$ cat src/rtl/srx_pkg.sv
package srx_pkg;

  localparam int SRX_DATA_W = 8;

  typedef enum logic [2:0] {
    ST_IDLE,
    ST_START,
    ST_DATA,
    ST_PAR,
    ST_STOP
  } srx_state_e;

  typedef struct packed {
    logic                  brk;
    logic                  par_err;
    logic                  frm_err;
    logic [SRX_DATA_W-1:0] data;
  } srx_word_t;

  // index of the last data bit for a length code (code 0 -> 5 bits)
  function automatic logic [2:0] srx_last_index(input logic [1:0] code);
    return 3'd4 + {1'b0, code};
  endfunction

  // parity check: even wants an even count of ones over data and parity bit
  function automatic logic srx_parity_bad(input logic [SRX_DATA_W-1:0] d,
                                          input logic pbit,
                                          input logic even);
    return (^d) ^ pbit ^ ~even;
  endfunction

endpackage

$ cat src/rtl/srx_sync.sv
module srx_sync #(
  parameter int STAGES = 2
) (
  input  logic clk,
  input  logic rst_n,
  input  logic d_i,
  output logic q_o
);
  logic [STAGES-1:0] chain;

  always_ff @(posedge clk or negedge rst_n) begin
    if (!rst_n) chain <= '1;
    else        chain <= {chain[STAGES-2:0], d_i};
  end

  assign q_o = chain[STAGES-1];
endmodule

$ cat src/rtl/srx_deframer.sv
module srx_deframer
  import srx_pkg::*;
#(
  parameter int OSR = 16
) (
  input  logic                   clk,
  input  logic                   rst_n,
  input  logic                   tick_i,
  input  logic                   en_i,
  input  logic                   line_i,
  input  logic [1:0]             word_len_i,
  input  logic                   par_en_i,
  input  logic                   par_even_i,
  input  logic                   stop2_i,
  output logic                   word_valid_o,
  output srx_word_t              word_o,
  output logic                   sample_stb_o,
  output srx_state_e             state_o,
  output logic [$clog2(OSR)-1:0] os_cnt_o
);
  localparam int CNT_W = $clog2(OSR);
  localparam logic [CNT_W-1:0] HALF_CNT = CNT_W'(OSR / 2 - 1);
  localparam logic [CNT_W-1:0] FULL_CNT = CNT_W'(OSR - 1);

  srx_state_e            state;
  logic [CNT_W-1:0]      os_cnt;
  logic [2:0]            bit_idx;
  logic [SRX_DATA_W-1:0] shreg;
  logic                  pbit;
  logic                  frm_acc;
  logic                  zero_acc;
  logic                  stop_idx;
  logic                  line_q;
  logic [CNT_W-1:0]      target;
  logic                  frm_next;
  logic                  zero_next;
  logic                  last_stop;

  assign target       = (state == ST_START) ? HALF_CNT : FULL_CNT;
  assign sample_stb_o = en_i && tick_i && (state != ST_IDLE) && (os_cnt == target);
  assign frm_next     = frm_acc | ~line_i;
  assign zero_next    = zero_acc & ~line_i;
  assign last_stop    = !stop2_i || stop_idx;

  always_ff @(posedge clk or negedge rst_n) begin
    if (!rst_n) begin
      state        <= ST_IDLE;
      os_cnt       <= '0;
      bit_idx      <= '0;
      shreg        <= '0;
      pbit         <= 1'b0;
      frm_acc      <= 1'b0;
      zero_acc     <= 1'b1;
      stop_idx     <= 1'b0;
      line_q       <= 1'b1;
      word_valid_o <= 1'b0;
      word_o       <= '0;
    end else begin
      word_valid_o <= 1'b0;
      line_q       <= line_i;
      if (!en_i) begin
        state  <= ST_IDLE;
        os_cnt <= '0;
      end else begin
        if (state != ST_IDLE && tick_i) begin
          os_cnt <= sample_stb_o ? '0 : os_cnt + 1'b1;
        end
        case (state)
          ST_IDLE: begin
            if (line_q && !line_i) begin
              state  <= ST_START;
              os_cnt <= '0;
            end
          end
          ST_START: begin
            if (sample_stb_o) begin
              if (!line_i) begin
                state    <= ST_DATA;
                bit_idx  <= '0;
                shreg    <= '0;
                pbit     <= 1'b0;
                frm_acc  <= 1'b0;
                zero_acc <= 1'b1;
                stop_idx <= 1'b0;
              end else begin
                state <= ST_IDLE;
              end
            end
          end
          ST_DATA: begin
            if (sample_stb_o) begin
              shreg[bit_idx] <= line_i;
              zero_acc       <= zero_next;
              if (bit_idx == srx_last_index(word_len_i)) begin
                state <= par_en_i ? ST_PAR : ST_STOP;
              end else begin
                bit_idx <= bit_idx + 1'b1;
              end
            end
          end
          ST_PAR: begin
            if (sample_stb_o) begin
              pbit     <= line_i;
              zero_acc <= zero_next;
              state    <= ST_STOP;
            end
          end
          ST_STOP: begin
            if (sample_stb_o) begin
              frm_acc  <= frm_next;
              zero_acc <= zero_next;
              if (last_stop) begin
                word_valid_o   <= 1'b1;
                word_o.data    <= shreg;
                word_o.frm_err <= frm_next;
                word_o.par_err <= par_en_i && srx_parity_bad(shreg, pbit, par_even_i);
                word_o.brk     <= zero_next;
                state          <= ST_IDLE;
              end else begin
                stop_idx <= 1'b1;
              end
            end
          end
          default: state <= ST_IDLE;
        endcase
      end
    end
  end

  assign state_o  = state;
  assign os_cnt_o = os_cnt;
endmodule

$ cat src/rtl/srx_word_fifo.sv
module srx_word_fifo
  import srx_pkg::*;
#(
  parameter int DEPTH = 4
) (
  input  logic                     clk,
  input  logic                     rst_n,
  input  logic                     push_i,
  input  srx_word_t                wdata_i,
  input  logic                     pop_i,
  output srx_word_t                head_o,
  output logic                     empty_o,
  output logic                     full_o,
  output logic                     ovr_evt_o,
  output logic [$clog2(DEPTH+1)-1:0] count_o
);
  localparam int PTR_W = (DEPTH > 1) ? $clog2(DEPTH) : 1;
  localparam int CNT_W = $clog2(DEPTH + 1);

  srx_word_t        mem [DEPTH];
  logic [PTR_W-1:0] wr_ptr;
  logic [PTR_W-1:0] rd_ptr;
  logic [CNT_W-1:0] count;
  logic             push_ok;
  logic             pop_ok;

  function automatic logic [PTR_W-1:0] ptr_next(input logic [PTR_W-1:0] p);
    return (p == PTR_W'(DEPTH - 1)) ? '0 : p + 1'b1;
  endfunction

  assign empty_o   = (count == '0);
  assign full_o    = (count == CNT_W'(DEPTH));
  assign pop_ok    = pop_i && !empty_o;
  assign push_ok   = push_i && (!full_o || pop_i);
  assign ovr_evt_o = push_i && full_o && !pop_i;

  always_ff @(posedge clk) begin
    if (push_ok) mem[wr_ptr] <= wdata_i;
  end

  always_ff @(posedge clk or negedge rst_n) begin
    if (!rst_n) begin
      wr_ptr <= '0;
      rd_ptr <= '0;
      count  <= '0;
    end else begin
      if (push_ok) wr_ptr <= ptr_next(wr_ptr);
      if (pop_ok)  rd_ptr <= ptr_next(rd_ptr);
      case ({push_ok, pop_ok})
        2'b10:   count <= count + 1'b1;
        2'b01:   count <= count - 1'b1;
        default: count <= count;
      endcase
    end
  end

  assign head_o  = mem[rd_ptr];
  assign count_o = count;
endmodule

$ cat src/rtl/serial_frame_receiver.sv
module serial_frame_receiver
  import srx_pkg::*;
#(
  parameter int OSR         = 16,
  parameter int DEPTH       = 4,
  parameter int SYNC_STAGES = 2
) (
  input  logic       clk,
  input  logic       rst_n,
  input  logic       tick_i,
  input  logic       rx_en_i,
  input  logic       rx_line_i,
  input  logic [1:0] word_len_i,
  input  logic       par_en_i,
  input  logic       par_even_i,
  input  logic       stop2_i,
  input  logic       rd_i,
  output logic       avail_o,
  output logic [7:0] data_o,
  output logic       frm_err_o,
  output logic       par_err_o,
  output logic       brk_o,
  output logic       overrun_o
);
  localparam int CNT_W  = $clog2(OSR);
  localparam int FCNT_W = $clog2(DEPTH + 1);

  logic              line_sync;
  logic              word_valid;
  srx_word_t         new_word;
  srx_word_t         head;
  logic              sample_stb;
  srx_state_e        fsm_state;
  logic [CNT_W-1:0]  os_cnt;
  logic              fifo_empty;
  logic              fifo_full;
  logic              ovr_evt;
  logic [FCNT_W-1:0] fifo_count;

  srx_sync #(.STAGES(SYNC_STAGES)) u_sync (
    .clk   (clk),
    .rst_n (rst_n),
    .d_i   (rx_line_i),
    .q_o   (line_sync)
  );

  srx_deframer #(.OSR(OSR)) u_deframer (
    .clk          (clk),
    .rst_n        (rst_n),
    .tick_i       (tick_i),
    .en_i         (rx_en_i),
    .line_i       (line_sync),
    .word_len_i   (word_len_i),
    .par_en_i     (par_en_i),
    .par_even_i   (par_even_i),
    .stop2_i      (stop2_i),
    .word_valid_o (word_valid),
    .word_o       (new_word),
    .sample_stb_o (sample_stb),
    .state_o      (fsm_state),
    .os_cnt_o     (os_cnt)
  );

  srx_word_fifo #(.DEPTH(DEPTH)) u_fifo (
    .clk       (clk),
    .rst_n     (rst_n),
    .push_i    (word_valid),
    .wdata_i   (new_word),
    .pop_i     (rd_i),
    .head_o    (head),
    .empty_o   (fifo_empty),
    .full_o    (fifo_full),
    .ovr_evt_o (ovr_evt),
    .count_o   (fifo_count)
  );

  always_ff @(posedge clk or negedge rst_n) begin
    if (!rst_n)       overrun_o <= 1'b0;
    else if (ovr_evt) overrun_o <= 1'b1;
    else if (rd_i)    overrun_o <= 1'b0;
  end

  assign avail_o   = !fifo_empty;
  assign data_o    = avail_o ? head.data : '0;
  assign frm_err_o = avail_o && head.frm_err;
  assign par_err_o = avail_o && head.par_err;
  assign brk_o     = avail_o && head.brk;
endmodule

$ cat config.mk
export PLATFORM = sky130hd
export DESIGN_NAME = serial_frame_receiver
export DESIGN_NICKNAME = d
export VERILOG_FILES = /design/src/rtl/srx_pkg.sv /design/src/rtl/srx_sync.sv /design/src/rtl/srx_deframer.sv /design/src/rtl/srx_word_fifo.sv /design/src/rtl/serial_frame_receiver.sv
export SDC_FILE = /design/constraint.sdc
export NUM_CORES = 1
export LEC_CHECK = 0
export BUFFER_PORTS_ARGS = -buffer_cell sky130_fd_sc_hd__buf_2
export CAP_MARGIN = 10
export CORE_ASPECT_RATIO = 0.9
export CORE_MARGIN = 5
export CORE_UTILIZATION = 31
export CTS_CLUSTER_SIZE = 28
export DETAILED_ROUTE_END_ITERATION = 10
export SETUP_SLACK_MARGIN = 0.4
export SYNTH_ARGS = -nofsm -noshare
export SYNTH_HDL_FRONTEND = slang
export SYNTH_SLANG_ARGS = --single-unit
$ cat constraint.sdc
create_clock -name clk -period 1.9 [get_ports clk]
set_clock_uncertainty 0.2 [all_clocks]
set_input_delay 0 -clock clk [delete_from_list [all_inputs] [get_ports clk]]
set_output_delay 0 -clock clk [all_outputs]
set_load 0.02 [all_outputs]
# Yosys cells after proc, flatten, opt, wreduce, memory -nomap -nowiden
# Memory sizes are Yosys's and may differ from the RTL's.
# Cells that the tools add are included.
[totals]
memories = 1
input_bits = 11
word_cells = 155
register_bits = 45
ram_bits = 44
latchBits = 0
romBits = 0
[memory_table]
columns = ["name", "words", "width", "read_ports", "rd_ports_with_merged_regs", "write_ports", "line_no", "rtl"]
rows = [
  ["u_fifo.mem", 4, 11, 1, 0, 1, "srx_word_fifo.sv:20", "srx_word_t mem [DEPTH];"],
]
[classes]
n_eq_ne = 26
n_bitwise = 6
mux = 54
order_cmp = 2
add_sub_neg = 7
div = 0
shifts = 0
n_reduce_logical = 40
n_mul = 0
[ops]
columns = ["cell", "n"]
rows = [
  ["$mux 3", 13],
  ["$mux 8", 4],
  ["$mux 4", 6],
  ["$ne 3x2->1 const B", 7],
  ["$reduce_and 5->1", 4],
  ["$mux 1", 18],
  ["$pmux 8 s2", 1],
  ["$pmux 3 s5", 1],
  ["$logic_and 1x1->1", 14],
  ["$pmux 3 s2", 2],
  ["$reduce_and 6->1", 2],
  ["$reduce_bool 2->1", 6],
  ["$ne 2x1->1 const B", 5],
  ["$bwmux 8", 1],
  ["$pmux 1 s2", 4],
  ["$reduce_xor 8->1", 1],
  ["$reduce_and 7->1", 1],
  ["$add 3x1->3 const B", 2],
  ["$eq 2x2->1 const B", 3],
  ["$eq 3x2->1 const B", 2],
  ["$eq 3x3->1 const B", 2],
  ["$logic_not 3->1", 2],
  ["$mux 2", 3],
  ["$ne 2x2->1 const B", 3],
  ["other kinds (20)", 28],
]

# Logic depth before layout (Yosys ltp)
[logic_depth]
depth_word = 9
depth_mapped = 10
ltp_nobuf = 10

# Cells and area by module
# Synthesis repeated with hierarchy kept, for this count alone.
[unflattened]
hier_cells = 323
hier_area_um2 = 4169.0
[by_module_without_submodules]
columns = ["mod", "area_each_um2", "n_inst", "cells_each", "seq_area_each_um2"]
rows = [
  ["srx_word_fifo", 2055.7, 1, 99, 1496.4],
  ["srx_deframer", 1903.1, 1, 206, 878.3],
  ["serial_frame_receiver", 157.7, 1, 16, 25.0],
  ["srx_sync", 52.6, 1, 2, 52.6],
]

# Worst setup path before layout
# No wires, ideal clock.
[synth_timing]
kind = "register to register"
startpoint = "reg u_fifo.count[0], in the netlist u_fifo.count_o[0]"
endpoint = "reg u_fifo.count[2], in the netlist u_fifo.count_o[2]"
setup_ps = 79
path_stages_with_launch = 11
path_slack_ps = -195
required_ps = 1621
arrival_time_ps = 1816
period_less_slack_ps = 2095
n_path_buf = 0
cell_sequence = "dfrtp_1 -> nor2_1 -> nand2_1 -> o21a_1 -> inv_1 -> ha_1 -> inv_1 -> fa_1 -> xor2_1 -> nor2_1 -> xor2_1"
[synth_between]
elab_chain_len = 6
elab_cells_between_ends = 13
[synth_rtl]
columns = ["item", "line_no", "rtl"]
rows = [
  ["start, declared", "srx_word_fifo.sv:23", "logic [CNT_W-1:0] count;"],
  ["start signal, assigned", "srx_word_fifo.sv:50", "2'b10: count <= count + 1'b1;"],
  ["start signal, assigned", "srx_word_fifo.sv:51", "2'b01: count <= count - 1'b1;"],
  ["start signal, assigned", "srx_word_fifo.sv:52", "default: count <= count;"],
  ["$eq 3x3->1", "srx_word_fifo.sv:32", "assign full_o = (count == CNT_W'(DEPTH));"],
  ["$logic_not 1->1", "srx_word_fifo.sv:34", "assign push_ok = push_i && (!full_o || pop_i);"],
  ["$logic_or 1x1->1", "srx_word_fifo.sv:34", ""],
  ["$logic_and 1x1->1", "srx_word_fifo.sv:34", ""],
  ["$eq 2x1->1 or $eq 2x2->1 (tied branches)", "srx_word_fifo.sv:49", "case ({push_ok, pop_ok})"],
  ["$pmux 3 s2 or $reduce_bool 2->1 (tied branches)", "--", ""],
]
# Several ways; a longest one is shown, not always the timed one.
# A chain may end at the register's enable or synchronous reset.

# Worst setup path in the final report
[layout_timing]
startpoint = "reg u_fifo.count[0], in the netlist u_fifo.count_o[0]"
endpoint = "out data_o[6]"
[layout_between]
elab_chain_len = 2
[layout_rtl]
columns = ["item", "line_no", "rtl"]
rows = [
  ["$logic_not 3->1", "srx_word_fifo.sv:31", "assign empty_o = (count == '0);"],
  ["$mux 8", "serial_frame_receiver.sv:84", "assign data_o = avail_o ? head.data : '0;"],
  ["end, declared", "serial_frame_receiver.sv:19", "output logic [7:0] data_o,"],
]
# Every way passes these cells.

==> impl_metrics.ini <==
[run_status]
status = finished with violations
violations = negative setup slack

[critical_path]
crit_slowest_cell = dfrtp_1
endpoint_kind = output port
cp_num_buf_inv = 5
crit_chain = buf_4 > or3_4 > buf_6 > buf_8 > buf_6 > and2_4 > buf_6
cp.required_ns = 1.70
cp_max_fo = 7
max_stage_delay_ns = 0.39
critPathLaunchType = flop
critPathArrivalTime_ns = 1.88
critPathTopFamily = buffers and inverters
crit_top_cell = buf_6
path_class = reg -> out

[die]
die-area_um2 = 15600
io_pins = 24
initial_utilization = 0.319
die_h_um = 119
rows = 39
core_um2 = 12800
die_w_um = 131

[pwr]
p_leak_nw = 2.53
p_sw_frac = 0.255
p_clk_frac = 0.362
p_seq_frac = 0.440
power-per-cell-area_nw_per_um2 = 850
power.switching_mw = 1.27
vdd_drop_max_v = 0.000401
power_frac_comb = 0.199
intPower_mw = 3.71
p_total_mw = 4.98

[clock_tree]
clock-sinks = 89
numCtsBuffers = 9
htreeDepth = 3
cts_tree = done
clk_latency_ns = 0.34
clkTransAtPathRegs_ns = 0.06
cts_root_buf = clkbuf_16
clk_path_buf_depth = 2

[timing]
max_slew_margin = 0.582
setup_viol_count_final = 15
fin_crit_sh = 1.09
worst_slew_pin_slew_ns = 0.626
period_needed_ns = 2.08
drv_slew = 0
hold_violations = 0
worst_slack_ns = -0.178
rsz0062_at_grt = true
fmax_mhz = 481

[final_layout]
fin_nets = 440
stdcell_count = 589
final_layout_size_suffix_gt1_frac = 0.511
antenna_cells = 0
syn_to_final_growth_pct = 43.3
design_area_um2 = 5860
utilization = 0.457

[synthesis]
synth_edf_count = 44
synth_top_area_share = 0.323
syn_area_per_cell_um2 = 12.6
netlist_area_um2 = 4090
synthArstFlopShare = 0.506
ys.flop_type = edfxtp_1
seq_area_frac_synth = 0.600
synth_cells = 325
synth_largest_area_cell = edfxtp_1
synth_seq_cells = 89
synthTopCellsByArea = edfxtp_1 32%, dfrtp_1 25%, mux4_2 6.1%, nand2_1 3.9%, and2_1 2.6%
ys_types = 55
syn_nets = 345
synth_warnings = 0

[placement]
dp_cells = 521
dp_slack_ns = -0.202
gp_congestion = 0.836
dpl.hpwl_um = 5330
placed_cell_area_um2 = 4650
place.port_buffers = 23

[route]
via_per_inst = 4.75
first_iter_violations = 200
ant_nets = 0
via_count = 2798
first_pass_iters = 4
drc = 0
routedWlPerCell_um = 15.2
wirelength_um = 8950

[global_route]
grt_pass1_wl_um = 14700
antenna_found_initial = 0
grt_usage = 0.120
grt_pass1_vias = 2861
overflow = 0
grt_max_degree = 28

[hold_path]
worstHoldPathType = in -> reg

[run]
cap_violations = 0
[cell families after synthesis]
logic type,Yosys count,share of synthesized area
simple gates,106,0.132
flops,89,0.600
compound gates,55,0.0857
buf+inv,31,0.0343
mux,18,0.0786
xor+xnor,17,0.0401
fa+ha+maj,9,0.0294
[synth_stat cells (all sizes together) (3+ instances only)]
cell type	count
xnor2	12
nand2	43
dfrtp	41
or3	3
and2	17
nor2b	4
mux2i	4
o21a	4
inv	16
mux2	3
clkbuf	5
nor3	5
nand2b	4
edfxtp	44
nor2	15
buf	10
o31ai	3
o21ai	24
mux4	11
a31oi	8
xor2	5
dfstp	4
ha	8
a21oi	5
[sequential cells by signal, indices dropped and copies added (netlist names)]
register,cells
u_fifo.mem,44
u_deframer.stop_idx,1
u_deframer.zero_acc,1
u_sync.chain,2
u_deframer.state_o,3
overrun_o,1
u_deframer.shreg,8
u_deframer.os_cnt_o,4
u_deframer.word_valid_o,1
u_fifo.count_o,3
u_fifo.rd_ptr,2
u_deframer.pbit,1
u_deframer.frm_acc,1
u_deframer.bit_idx,3
u_deframer.word_o,11
u_fifo.wr_ptr,2
u_deframer.line_q,1
[per-stage QoR]
stage	setup TNS (ns)	hold slack, ns
detailed placement	-0.291	-0.145
global placement	-0.117	-0.152
global route	-2.38	0.0469
CTS	-0.850	0.0247
floorplan	-0.173	-0.496
finish	-1.60	0.00362
[cell usage in the layout, fill, tap and decap left out, drive strengths merged, types with 5 or more instances in the layout]
cell,count
nor2,15
nor3,5
buf,86
inv,19
and2,21
xor2,5
a21oi,5
o21ai,24
ha,8
clkbuf,9
dlygate4sd3,7
a31oi,8
nand2,43
xnor2,12
edfxtp,44
dfrtp,41
mux4,11
[area by class of cell]
cell class	instances	area, µm²
timing repair buffer	93	858
multi-input combinational	210	1960
sequential	89	2460
tap	164	205
timing repair inverter	1	7.51
fill	1131	6970
inverter	16	65.1
clock inverter	7	76.3
clock buffer	9	225
[power groups by stage]
stage	logic, mW	registers, mW	clock network (mW)
after floorplan	0.469	2.18	0
after global placement	0.543	2.29	0
after detailed placement	0.570	2.29	0
after CTS	0.969	2.19	1.84
after global routing	1.08	2.20	1.92
final	0.991	2.19	1.80
[layer usage]
metal	vias to the layer above	wire, µm	track usage
li1	1367	-	-
met1	1373	3980	0.161
met2	49	4490	0.194
met3	9	383	0.0304
met4	0	95	0.0296
met5	-	0	0
[what timing repair did]
item | 4_1_cts | 5_1_grt
cloned | 7 | 0
pin swaps | 41 | 20
hold endpoints to repair | 58 | 0
resized for setup | 110 | 31
setup buffers | 31 | 7
setup endpoints to repair | 95 | 97
hold buffers | 7 | 0
[tightest hold or removal path, delay by kind of cell]
family,cells,cell delay [ns]
AO/OA/AOI/OAI,2,0.21
buffers and inverters,2,0.28
[final timing paths]
check,cells after the start,slack (ns),startpoint,end
max in group asynchronous,3,0.89,rst_n,u_deframer.word_o[10]
min reg2reg,0,0.16,u_sync.chain[0],u_sync.chain[1]
max,7,-0.18,u_fifo.count_o[0],data_o[6]
min in group asynchronous,2,0.01,rst_n,u_deframer.state_o[1]
min,4,0.004,rd_i,u_fifo.wr_ptr[0]
max reg2reg,8,-0.14,u_fifo.count_o[0],u_fifo.count_o[1]
Note: power is estimated with default switching activity, not from simulation.
